[src/rtl/fbg_pkg.sv]
package fbg_pkg;
  localparam int STATE_W = 5;
  localparam logic [STATE_W-1:0] ST_RX_PLAIN   = 5'h04;
  localparam logic [STATE_W-1:0] ST_RX_AUTOACK = 5'h0C;

  typedef enum logic {
    MODE_BASIC    = 1'b0,
    MODE_EXTENDED = 1'b1
  } lock_mode_e;
endpackage

[src/rtl/fbg_protect_ctrl.sv]
module fbg_protect_ctrl
  import fbg_pkg::*;
(
  input  logic               clk,
  input  logic               rst_n,
  input  logic [STATE_W-1:0] trx_state,
  input  logic               ext_mode,
  input  logic               prot_en,
  input  logic               frame_done,
  input  logic               crc_ok,
  input  logic               end_evt,
  output logic               lock_eff
);
  logic       rx_state_ok;
  logic       prot_active;
  logic       qualify;
  logic       lock_q;
  lock_mode_e mode;

  assign mode        = lock_mode_e'(ext_mode);
  assign rx_state_ok = (trx_state == ST_RX_PLAIN) || (trx_state == ST_RX_AUTOACK);
  assign prot_active = prot_en && rx_state_ok;
  assign qualify     = (mode == MODE_EXTENDED) ? end_evt : crc_ok;

  always_ff @(posedge clk or negedge rst_n) begin
    if (!rst_n)
      lock_q <= 1'b0;
    else if (!prot_en)
      lock_q <= 1'b0;
    else if (frame_done && prot_active && qualify)
      lock_q <= 1'b1;
  end

  // lock is held but has no effect outside the receive states
  assign lock_eff = lock_q && rx_state_ok;

  AST_LOCK_RELEASE: assert property (@(posedge clk) disable iff (!rst_n)
    !prot_en |=> !lock_q);
  AST_LOCK_CAUSE: assert property (@(posedge clk) disable iff (!rst_n)
    $rose(lock_q) |-> $past(frame_done && prot_active));
  AST_BASIC_BAD_CRC: assert property (@(posedge clk) disable iff (!rst_n)
    (frame_done && !ext_mode && !crc_ok && !lock_q) |=> !lock_q);
  AST_EXT_EVENT_LOCKS: assert property (@(posedge clk) disable iff (!rst_n)
    (frame_done && prot_active && ext_mode && end_evt) |=> lock_q);
endmodule

[src/rtl/fbg_frame_track.sv]
module fbg_frame_track #(
  parameter int DEPTH  = 128,
  parameter int DATA_W = 8,
  localparam int ADDR_W = $clog2(DEPTH),
  localparam int LEN_W  = $clog2(DEPTH + 1)
) (
  input  logic              clk,
  input  logic              rst_n,
  input  logic              sof,
  input  logic              eof,
  input  logic              lock_eff,
  input  logic              air_valid,
  input  logic [DATA_W-1:0] air_data,
  output logic              permit,
  output logic              we,
  output logic [ADDR_W-1:0] addr,
  output logic [DATA_W-1:0] wdata,
  output logic              dropped,
  output logic [LEN_W-1:0]  len,
  output logic              frame_done
);
  localparam logic [LEN_W-1:0] DEPTH_L = LEN_W'(DEPTH);

  logic             in_frame_q;
  logic             admit_q;
  logic             drop_q;
  logic [LEN_W-1:0] cnt_q;
  logic [LEN_W-1:0] len_q;

  assign permit     = in_frame_q && admit_q;
  assign we         = air_valid && permit && !sof && !eof && (cnt_q < DEPTH_L);
  assign addr       = cnt_q[ADDR_W-1:0];
  assign wdata      = air_data;
  assign frame_done = eof && !sof && in_frame_q && admit_q;
  assign dropped    = drop_q;
  assign len        = len_q;

  always_ff @(posedge clk or negedge rst_n) begin
    if (!rst_n) begin
      in_frame_q <= 1'b0;
      admit_q    <= 1'b0;
      drop_q     <= 1'b0;
      cnt_q      <= '0;
      len_q      <= '0;
    end else if (sof) begin
      // admission is fixed once per frame, at its start
      in_frame_q <= 1'b1;
      admit_q    <= !lock_eff;
      drop_q     <= lock_eff;
      cnt_q      <= '0;
    end else begin
      drop_q <= 1'b0;
      if (eof && in_frame_q) begin
        in_frame_q <= 1'b0;
        if (admit_q) len_q <= cnt_q;
      end else if (we) begin
        cnt_q <= cnt_q + 1'b1;
      end
    end
  end

  AST_DROP_CAUSE: assert property (@(posedge clk) disable iff (!rst_n)
    drop_q |-> $past(sof && lock_eff));
  AST_LEN_HOLD: assert property (@(posedge clk) disable iff (!rst_n)
    !$past(frame_done) |-> $stable(len_q));
  AST_BLOCKED_NO_PERMIT: assert property (@(posedge clk) disable iff (!rst_n)
    (sof && lock_eff) |=> !permit);
  AST_LEN_BOUND: assert property (@(posedge clk) disable iff (!rst_n)
    len_q <= DEPTH_L);
endmodule

[src/rtl/fbg_rx_guard.sv]
module fbg_rx_guard
  import fbg_pkg::*;
#(
  parameter int DEPTH  = 128,
  parameter int DATA_W = 8,
  localparam int ADDR_W = $clog2(DEPTH),
  localparam int LEN_W  = $clog2(DEPTH + 1)
) (
  input  logic               clk,
  input  logic               rst_n,
  input  logic [STATE_W-1:0] trx_state,
  input  logic               ext_mode,
  input  logic               prot_en,
  input  logic               rx_sof,
  input  logic               rx_eof,
  input  logic               rx_crc_ok,
  input  logic               rx_end_evt,
  input  logic               air_valid,
  input  logic [DATA_W-1:0]  air_data,
  output logic               air_ready,
  input  logic               sw_we,
  input  logic [ADDR_W-1:0]  sw_addr,
  input  logic [DATA_W-1:0]  sw_wdata,
  output logic               mem_air_we,
  output logic [ADDR_W-1:0]  mem_air_addr,
  output logic [DATA_W-1:0]  mem_air_wdata,
  output logic               mem_sw_we,
  output logic [ADDR_W-1:0]  mem_sw_addr,
  output logic [DATA_W-1:0]  mem_sw_wdata,
  output logic               air_permit,
  output logic               buf_locked,
  output logic               frame_dropped,
  output logic [LEN_W-1:0]   frame_len
);
  logic lock_eff;
  logic frame_done;

  fbg_protect_ctrl u_ctrl (
    .clk        (clk),
    .rst_n      (rst_n),
    .trx_state  (trx_state),
    .ext_mode   (ext_mode),
    .prot_en    (prot_en),
    .frame_done (frame_done),
    .crc_ok     (rx_crc_ok),
    .end_evt    (rx_end_evt),
    .lock_eff   (lock_eff)
  );

  fbg_frame_track #(.DEPTH(DEPTH), .DATA_W(DATA_W)) u_track (
    .clk        (clk),
    .rst_n      (rst_n),
    .sof        (rx_sof),
    .eof        (rx_eof),
    .lock_eff   (lock_eff),
    .air_valid  (air_valid),
    .air_data   (air_data),
    .permit     (air_permit),
    .we         (mem_air_we),
    .addr       (mem_air_addr),
    .wdata      (mem_air_wdata),
    .dropped    (frame_dropped),
    .len        (frame_len),
    .frame_done (frame_done)
  );

  // the guard never stalls the receiver
  assign air_ready  = 1'b1;
  assign buf_locked = lock_eff;

  // the software port is never gated
  assign mem_sw_we    = sw_we;
  assign mem_sw_addr  = sw_addr;
  assign mem_sw_wdata = sw_wdata;

  AST_LOCKED_NO_AIR_WRITE: assert property (@(posedge clk) disable iff (!rst_n)
    (buf_locked && rx_sof) |=> !mem_air_we);
endmodule

[config.mk]
export PLATFORM = sky130hd
export DESIGN_NAME = fbg_rx_guard
export DESIGN_NICKNAME = d
export VERILOG_FILES = /design/src/rtl/fbg_pkg.sv /design/src/rtl/fbg_protect_ctrl.sv /design/src/rtl/fbg_frame_track.sv /design/src/rtl/fbg_rx_guard.sv
export SDC_FILE = /design/constraint.sdc
export NUM_CORES = 1
export LEC_CHECK = 0
export ABC_AREA = 1
export BUFFER_PORTS_ARGS = -buffer_cell sky130_fd_sc_hd__clkbuf_2
export CORE_MARGIN = 8
export CORE_UTILIZATION = 38
export CTS_CLUSTER_SIZE = 16
export DETAILED_ROUTE_END_ITERATION = 10
export GPL_TIMING_DRIVEN = 0
export MAX_ROUTING_LAYER = met4
export PLACE_DENSITY = 0.85
export RECOVER_POWER = 50
export SYNTH_ARGS = -nofsm -noshare
export SYNTH_HDL_FRONTEND = slang
export SYNTH_HIERARCHICAL = 1
export SYNTH_SLANG_ARGS = --single-unit
[constraint.sdc]
create_clock -name clk -period 1.2 [get_ports clk]
set_clock_uncertainty 0.1 [all_clocks]
set_input_delay 0.24 -clock clk [delete_from_list [all_inputs] [get_ports clk]]
set_output_delay 0.24 -clock clk [all_outputs]
set_load 0.02 [all_outputs]
==> flow_summary.ini, run 1 <==
[run_status]
status = finished, violations left
violations = setup timing

[synth]
yosysMostFrequentCell = nand2_1
synth_top_family_by_area = buffers and inverters
synth-compound-area-share_pct = 4.83
synth_top_area_share_pct = 40.3
synth_mux_area_share_pct = 0
ys_async_sr_fraction_pct = 100
synth_xor_area_share_pct = 0
yosys.area_share.simple_pct = 25.5
syn_area_per_cell_sq_um = 7.86
synth_area_leader_cell = dfrtp_1
synth.cells.most_frequent = 38 x nand2_1, 32 x buf_4, 21 x inv_1
yosys.cell_types.count = 16
synth_edf_count = 0
ys_seq_area_share_pct = 40.3
synth_fa_ha_area_share_pct = 1.01
synth_flop_cell = dfrtp_1
syn_inst = 158
synth_warnings = 6
synth-seq-cells = 20
netlist_area_sq_mm = 0.00124
synth_nets = 197
yosys-top-cells-area = dfrtp_1 40%, buf_4 19%, nand2_1 11%

[clocking]
cts_tree = done
cts_buffers = 3
clkLatencyLatePin_ns = 0.32
cts_root_buf = clkbuf_4
clk_pin_slew_worst_paths_ns = 0.11
clock-sinks = 20
htree_levels = 1
clock_path_buffers = 2

[setup_path]
slowest_stage = dfrtp_1
worst_ep_required_time_ns = 0.86
startpoint_type = register
critPathBufInv = 2
r2r-start = u_track/cnt_q[0]
critPathCaptureType = output pin
crit_family = flip-flops
crit_fanout = 2
cp_num_cells = 4
crit_path_cell_trace = inv_2, nand3_4, nor2_8, buf_8
critical_path_class = reg2out
regToRegSetupSlack_ns = -0.14
cp_slowest_stage_delay_ns = 0.43
r2r_end = u_track/cnt_q[4]
crit_arrival_ns = 1.14
reg2reg_depth = 6

[sta]
relSlewSlack_pct = 65.4
maxSlewViolCount = 0
finalSetupViolCount = 35
layout_setup_ws_ns = -0.282
fin_crit_sh_pct = 124
tightest_slew_ns = 0.519
period_needed_ns = 1.48
fin_tns_setup_ns = -3.33
rsz0062_at_grt = yes
max_freq_ghz = 0.675
hold_violations = 0

[global_routing]
track_usage_pct = 14.8
gr-total-overflow = 0
grt_max_degree = 21
grt_pass1_vias = 1328
grt_pass1_wl_microns = 6090
antenna_found_initial = 0

[power]
p_per_area_mw_per_mm2 = 746
p_leak_nw = 1.16
irDropWorstVdd_v = 0.000379

[route]
drt_iter0_markers = 134
vias = 1395
viasPerCell = 4.83
wl_per_cell_microns = 16.6
drc = 0
drt_first_pass_iters = 4
antenna_left = 0
drt_wl_total_microns = 4800

[place]
dpl.hpwl_microns = 2600
port_buffers = 55
gp_congestion = 0.835

[final_layout]
final_util_pct = 72.0
area_delta_synth_final_pct = 78.4
fill_cells = 210
layout-drive-gt1-share_pct = 58.4
nNetsFinal = 285
antenna_cells = 0

[worst_hold_path]
hold_depth = 3
hold_class = in2reg
min-delay-start = rx_sof
hold_end = u_track/dropped

[die]
coreArea_sq_mm = 0.00308
io_pins = 82
initial_core_util_pct = 40.4
die_h_microns = 73.2
fp-row-count = 20
fp.dieArea_sq_mm = 0.00536
die_w_microns = 73.2

[run]
max_cap_violations = 0
-- flip-flops by register name, indices dropped and copies added, names as in the netlist --
signal,flops
u_track/dropped,1
u_track/cnt_q,8
u_track/len,8
u_track/in_frame_q,1
u_ctrl/lock_q,1
u_track/admit_q,1
-- placed cells by master, fill, tap and decap left out, drive strengths merged --
cell / instances
buf: 72
clkbuf: 47
nand2: 39
inv: 22
dfrtp: 20
nor2: 14
o21ai: 12
nand3: 10
nand4: 3
conb: 1
bufinv: 1
dlygate4sd3: 1
nor3: 1
clkinvlp: 1
ha: 1
-- power by group --
group / switching (W) / total (W) / internal (W)
clock: 0.000233 / 0.000571 / 0.000338
sequential: 0.00000964 / 0.000692 / 0.000682
combinational: 0.000214 / 0.000390 / 0.000176
total: 0.000457 / 0.00165 / 0.00120
-- through the flow --
step                      total power (W)  instances  hold WS (ns)  setup WS (ns)  instance area [sq um]
after floorplan                  0.000900        158        -0.156        -0.0141                   1250
after global placement           0.000993        257         0.129         -0.204                   1580
after detailed placement         0.000999        257         0.130         -0.206                   1580
after CTS                         0.00160        280        0.0547         -0.319                   1970
after global routing              0.00171        289        0.0727         -0.351                   2220
final                             0.00165        289        0.0833         -0.282                   2220
-- area by class of cell --
cell class                 count  area (sq um)  share of cell area, %
clock inverter                 1          30.0                   1.35
timing repair buffer          85           671                   30.2
tap                           44          55.1                   2.48
clock buffer                   3          22.5                   1.02
multi-input combinational     81           577                   26.0
buffer                        32           267                   12.0
inverter                      23          92.6                   4.18
sequential                    20           503                   22.7
-- how the worst max path moves through the flow --
| stage | start | slack, ns | end |
|---|---|---|---|
| CTS | u_track/cnt_q[7] | -0.32 | mem_air_we |
| detailed placement | rx_sof | -0.21 | mem_air_we |
| global placement | rx_sof | -0.20 | mem_air_we |
| global route | u_track/cnt_q[7] | -0.35 | mem_air_we |
| floorplan | u_track/cnt_q[1] | -0.01 | u_track/cnt_q[6] |
| finish | u_track/cnt_q[7] | -0.28 | mem_air_we |
-- per-layer routing --
layer	share of wire, %	GRT usage, %
met1	36	14.9
met2	56	26.2
met3	6.8	5.22
met4	1.8	4.67
met5	0	-
-- tightest hold or removal path: cells and delay by family --
kind	cells	cell delay [ns]
buffers and inverters	2	0.16
and+or+nand+nor	1	0.06
-- cells by family after synthesis --
| group | Yosys count |
|---|---|
| DFF | 20 |
| adders and majority gates | 1 |
| and+or+nand+nor | 67 |
| other | 1 |
| AOI/OAI and AO/OA | 12 |
| buffers and inverters | 57 |
-- timing repair --
action,CTS,global route
hold buffers,1,0
cloned,1,0
buffers inserted,20,9
endpoints found under the setup margin,26,36
endpoints found under the hold margin,20,0
gates resized for setup,55,71
pin swaps,13,16
No activity file was read; power rests on OpenSTA's default activity.
==> run 2, diff against run 1 <==
--- a/config.mk
+++ b/config.mk
@@ -5,15 +5,15 @@
 export SDC_FILE = /design/constraint.sdc
 export NUM_CORES = 1
 export LEC_CHECK = 0
-export ABC_AREA = 1
 export BUFFER_PORTS_ARGS = -buffer_cell sky130_fd_sc_hd__clkbuf_2
 export CORE_MARGIN = 8
-export CORE_UTILIZATION = 38
+export CORE_UTILIZATION = 37
+export CTS_BUF_LIST = sky130_fd_sc_hd__clkbuf_16
 export CTS_CLUSTER_SIZE = 16
 export DETAILED_ROUTE_END_ITERATION = 10
 export GPL_TIMING_DRIVEN = 0
 export MAX_ROUTING_LAYER = met4
-export PLACE_DENSITY = 0.85
+export PLACE_DENSITY = 0.84
 export RECOVER_POWER = 50
 export SYNTH_ARGS = -nofsm -noshare
 export SYNTH_HDL_FRONTEND = slang
==> run 2 against run 1 <==
Net effect:
- highest routed layer unchanged
- non-clock buffer count fell by 14
- sequential power about the same
- largest cell class unchanged
- die area down 2.3%
- the flow still finishes with violations (setup timing)
==> flow_summary.ini, run 2 <==
[power]
power_frac_comb_pct = 16.7
p_per_area_mw_per_mm2 = 992
swShare_pct = 22.2
p_seq_share_pct = 36.0
power.internal_w = 0.00149
p_leak_nw = 0.972
p_switching_w = 0.000427
power_w = 0.00192
irDropWorstVdd_v = 0.000749
pwr-share-clk_pct = 47.4

[synth]
synth_nets = 152
synth_warnings = 6
ys_seq_area_share_pct = 42.6
yosys-top-cells-area = dfrtp_1 43%, buf_4 20%, mux2_2 7.7%
synth_area_leader_cell = dfrtp_1
yosys.cell_types.count = 27
synth-seq-cells = 20
synth.cells.most_frequent = 32 x buf_4, 20 x dfrtp_1, 9 x nand2_1
netlist_area_sq_mm = 0.00117
synth_flop_cell = dfrtp_1
syn_inst = 113
synth_top_area_share_pct = 42.6
yosysMostFrequentCell = buf_4
syn_area_per_cell_sq_um = 10.4
synth_edf_count = 0
ys_async_sr_fraction_pct = 100

[place]
placed_cell_area_sq_mm = 0.00156
dpl.hpwl_microns = 2340
port_buffers = 55
dp_cells = 212
gp_congestion = 0.815

[run_status]
violations = setup timing
status = finished, violations left

[final_layout]
register_area_sq_um = 503
area_delta_synth_final_pct = 64.9
final_util_pct = 64.0
layout_common_cells = 37 x buf_4, 24 x clkbuf_1, 21 x clkbuf_2, 18 x dfrtp_1
multi_input_area_sq_um = 508
fill_cells = 263
nNetsFinal = 227
layout-drive-gt1-share_pct = 57.8
layout_commonest_cell = buf_4
design_area_sq_mm = 0.00194
final_cell_count_no_fill = 231
antenna_cells = 0

[route]
drt_wl_total_microns = 3370
wl_per_cell_microns = 14.6
antenna_left = 0
drt_first_pass_iters = 4
drc = 0
highest_layer = met4
viasPerCell = 4.54
vias = 1049
routedLengthMet1_microns = 1440
wl_met2_microns = 1560
met3WireLength_microns = 341
drt_iter0_markers = 16

[setup_path]
critPathBufInv = 1
cp_num_cells = 3
critical_path_class = reg2out
critPathCaptureType = output pin
cp_slowest_stage_delay_ns = 0.42
crit_arrival_ns = 1.29
reg2reg_depth = 4
crit_path_cell_trace = or3b_4, nor2_4, buf_8
crit_fanout = 2
worst_ep_required_time_ns = 0.86
startpoint_type = register
crit_family = simple AND/OR/NAND/NOR gates
slowest_stage = or3b_4

[sta]
max_freq_ghz = 0.612
relSlewSlack_pct = 66.4
period_needed_ns = 1.63
layout_setup_ws_ns = -0.433
maxSlewViolCount = 0
finalSetupViolCount = 26
fin_crit_sh_pct = 136
whs_ns = 0.129
rsz0062_at_grt = yes
tightest_slew_ns = 0.505
hold_violations = 0

[clocking]
clkLatencyLatePin_ns = 0.25
clock_path_buffers = 2
cts_tree = done
htree_levels = 1
cts_buffers = 3
clk_pin_slew_worst_paths_ns = 0.05
clock-sinks = 20
cts_root_buf = clkbuf_16

[worst_hold_path]
hold_depth = 3
hold_class = in2reg

[global_routing]
antenna_found_initial = 0
gr-total-overflow = 0
grt_pass1_vias = 1116
grt_pass1_wl_microns = 5170
track_usage_pct = 12.7
grt_max_degree = 21

[die]
die_h_microns = 72.4
io_pins = 82
initial_core_util_pct = 38.8
die_w_microns = 72.4
coreArea_sq_mm = 0.00303
fp.dieArea_sq_mm = 0.00523
fp-row-count = 20

[run]
max_cap_violations = 0
-- run 2: cell count changes in the layout (fill, tap and decap cells not counted), moves of 8 or more --
cell / previous run / this run
nand2_1: 26 / 8
buf_6: 19 / 9
buf_4: 46 / 37
inv_1: 15 / 6
mux2_4: 0 / 8
nor2_1: 8 / 0
-- run 2: kinds of logic after synthesis --
group           count (synthesis)  share of synthesized area [%]
compound gates                 10                           4.90
flops                          20                           42.6
fa+ha+maj                       1                           1.06
other cells                     1                          0.319
mux                            13                           11.9
simple gates                   29                           16.4
buf+inv                        39                           22.8
-- run 2: final timing paths --
kind                                       start               end  slack [ns]
min in group asynchronous                  rst_n    u_track/len[0]        0.38
worst min register to register     u_ctrl/lock_q     u_ctrl/lock_q        0.40
worst max-delay path            u_track/cnt_q[7]        mem_air_we       -0.43
max in group asynchronous                  rst_n  u_track/cnt_q[3]        0.25
worst max register to register  u_track/cnt_q[7]  u_track/cnt_q[0]       -0.41
worst min-delay path                     prot_en     u_ctrl/lock_q        0.13
-- run 2: area by class of cell --
class                      count  area share (%)
buffer                        30            12.6
clock buffer                   3            3.88
clock inverter                 1            1.55
inverter                       6            1.16
multi-input combinational     54            26.2
sequential                    20            26.0
tap                           44            2.84
timing repair buffer          73            25.8
-- run 2: what timing repair did --
item	4_1_cts	5_1_grt
setup buffers	12	6
hold buffers	1	0
hold endpoints to repair	20	0
pin swaps	5	6
gates resized for setup	27	24
setup endpoints to repair	27	26
-- run 2: power by group through the flow --
stage | combinational (W) | sequential, W | clock [W]
2_1_floorplan | 0.000183 | 0.000705 | 0
6_report | 0.000320 | 0.000691 | 0.000910
3_3_place_gp | 0.000278 | 0.000703 | 0
3_5_place_dp | 0.000282 | 0.000703 | 0
4_1_cts | 0.000317 | 0.000691 | 0.000926
5_1_grt | 0.000344 | 0.000692 | 0.000955
-- run 2: through the flow --
| step | setup TNS, ns | setup slack [ns] |
|---|---|---|
| 6_report | -5.07 | -0.433 |
| 5_1_grt | -6.13 | -0.476 |
| 4_1_cts | -5.32 | -0.485 |
| 3_5_place_dp | -4.60 | -0.391 |
| 3_3_place_gp | -4.28 | -0.363 |
| 2_1_floorplan | -2.60 | -0.296 |
-- run 2: metal layers --
metal / GRT usage (%) / vias up
met5: - / -
met4: 3.40 / 0
met3: 6.34 / 2
met2: 19.7 / 62
met1: 14.3 / 488
li1: - / 497
-- run 2: tightest hold or removal path, cell delays in order --
cell and delay [ns]:
clkbuf_2 0.09, nand2_1 0.06, o31ai_2 0.06
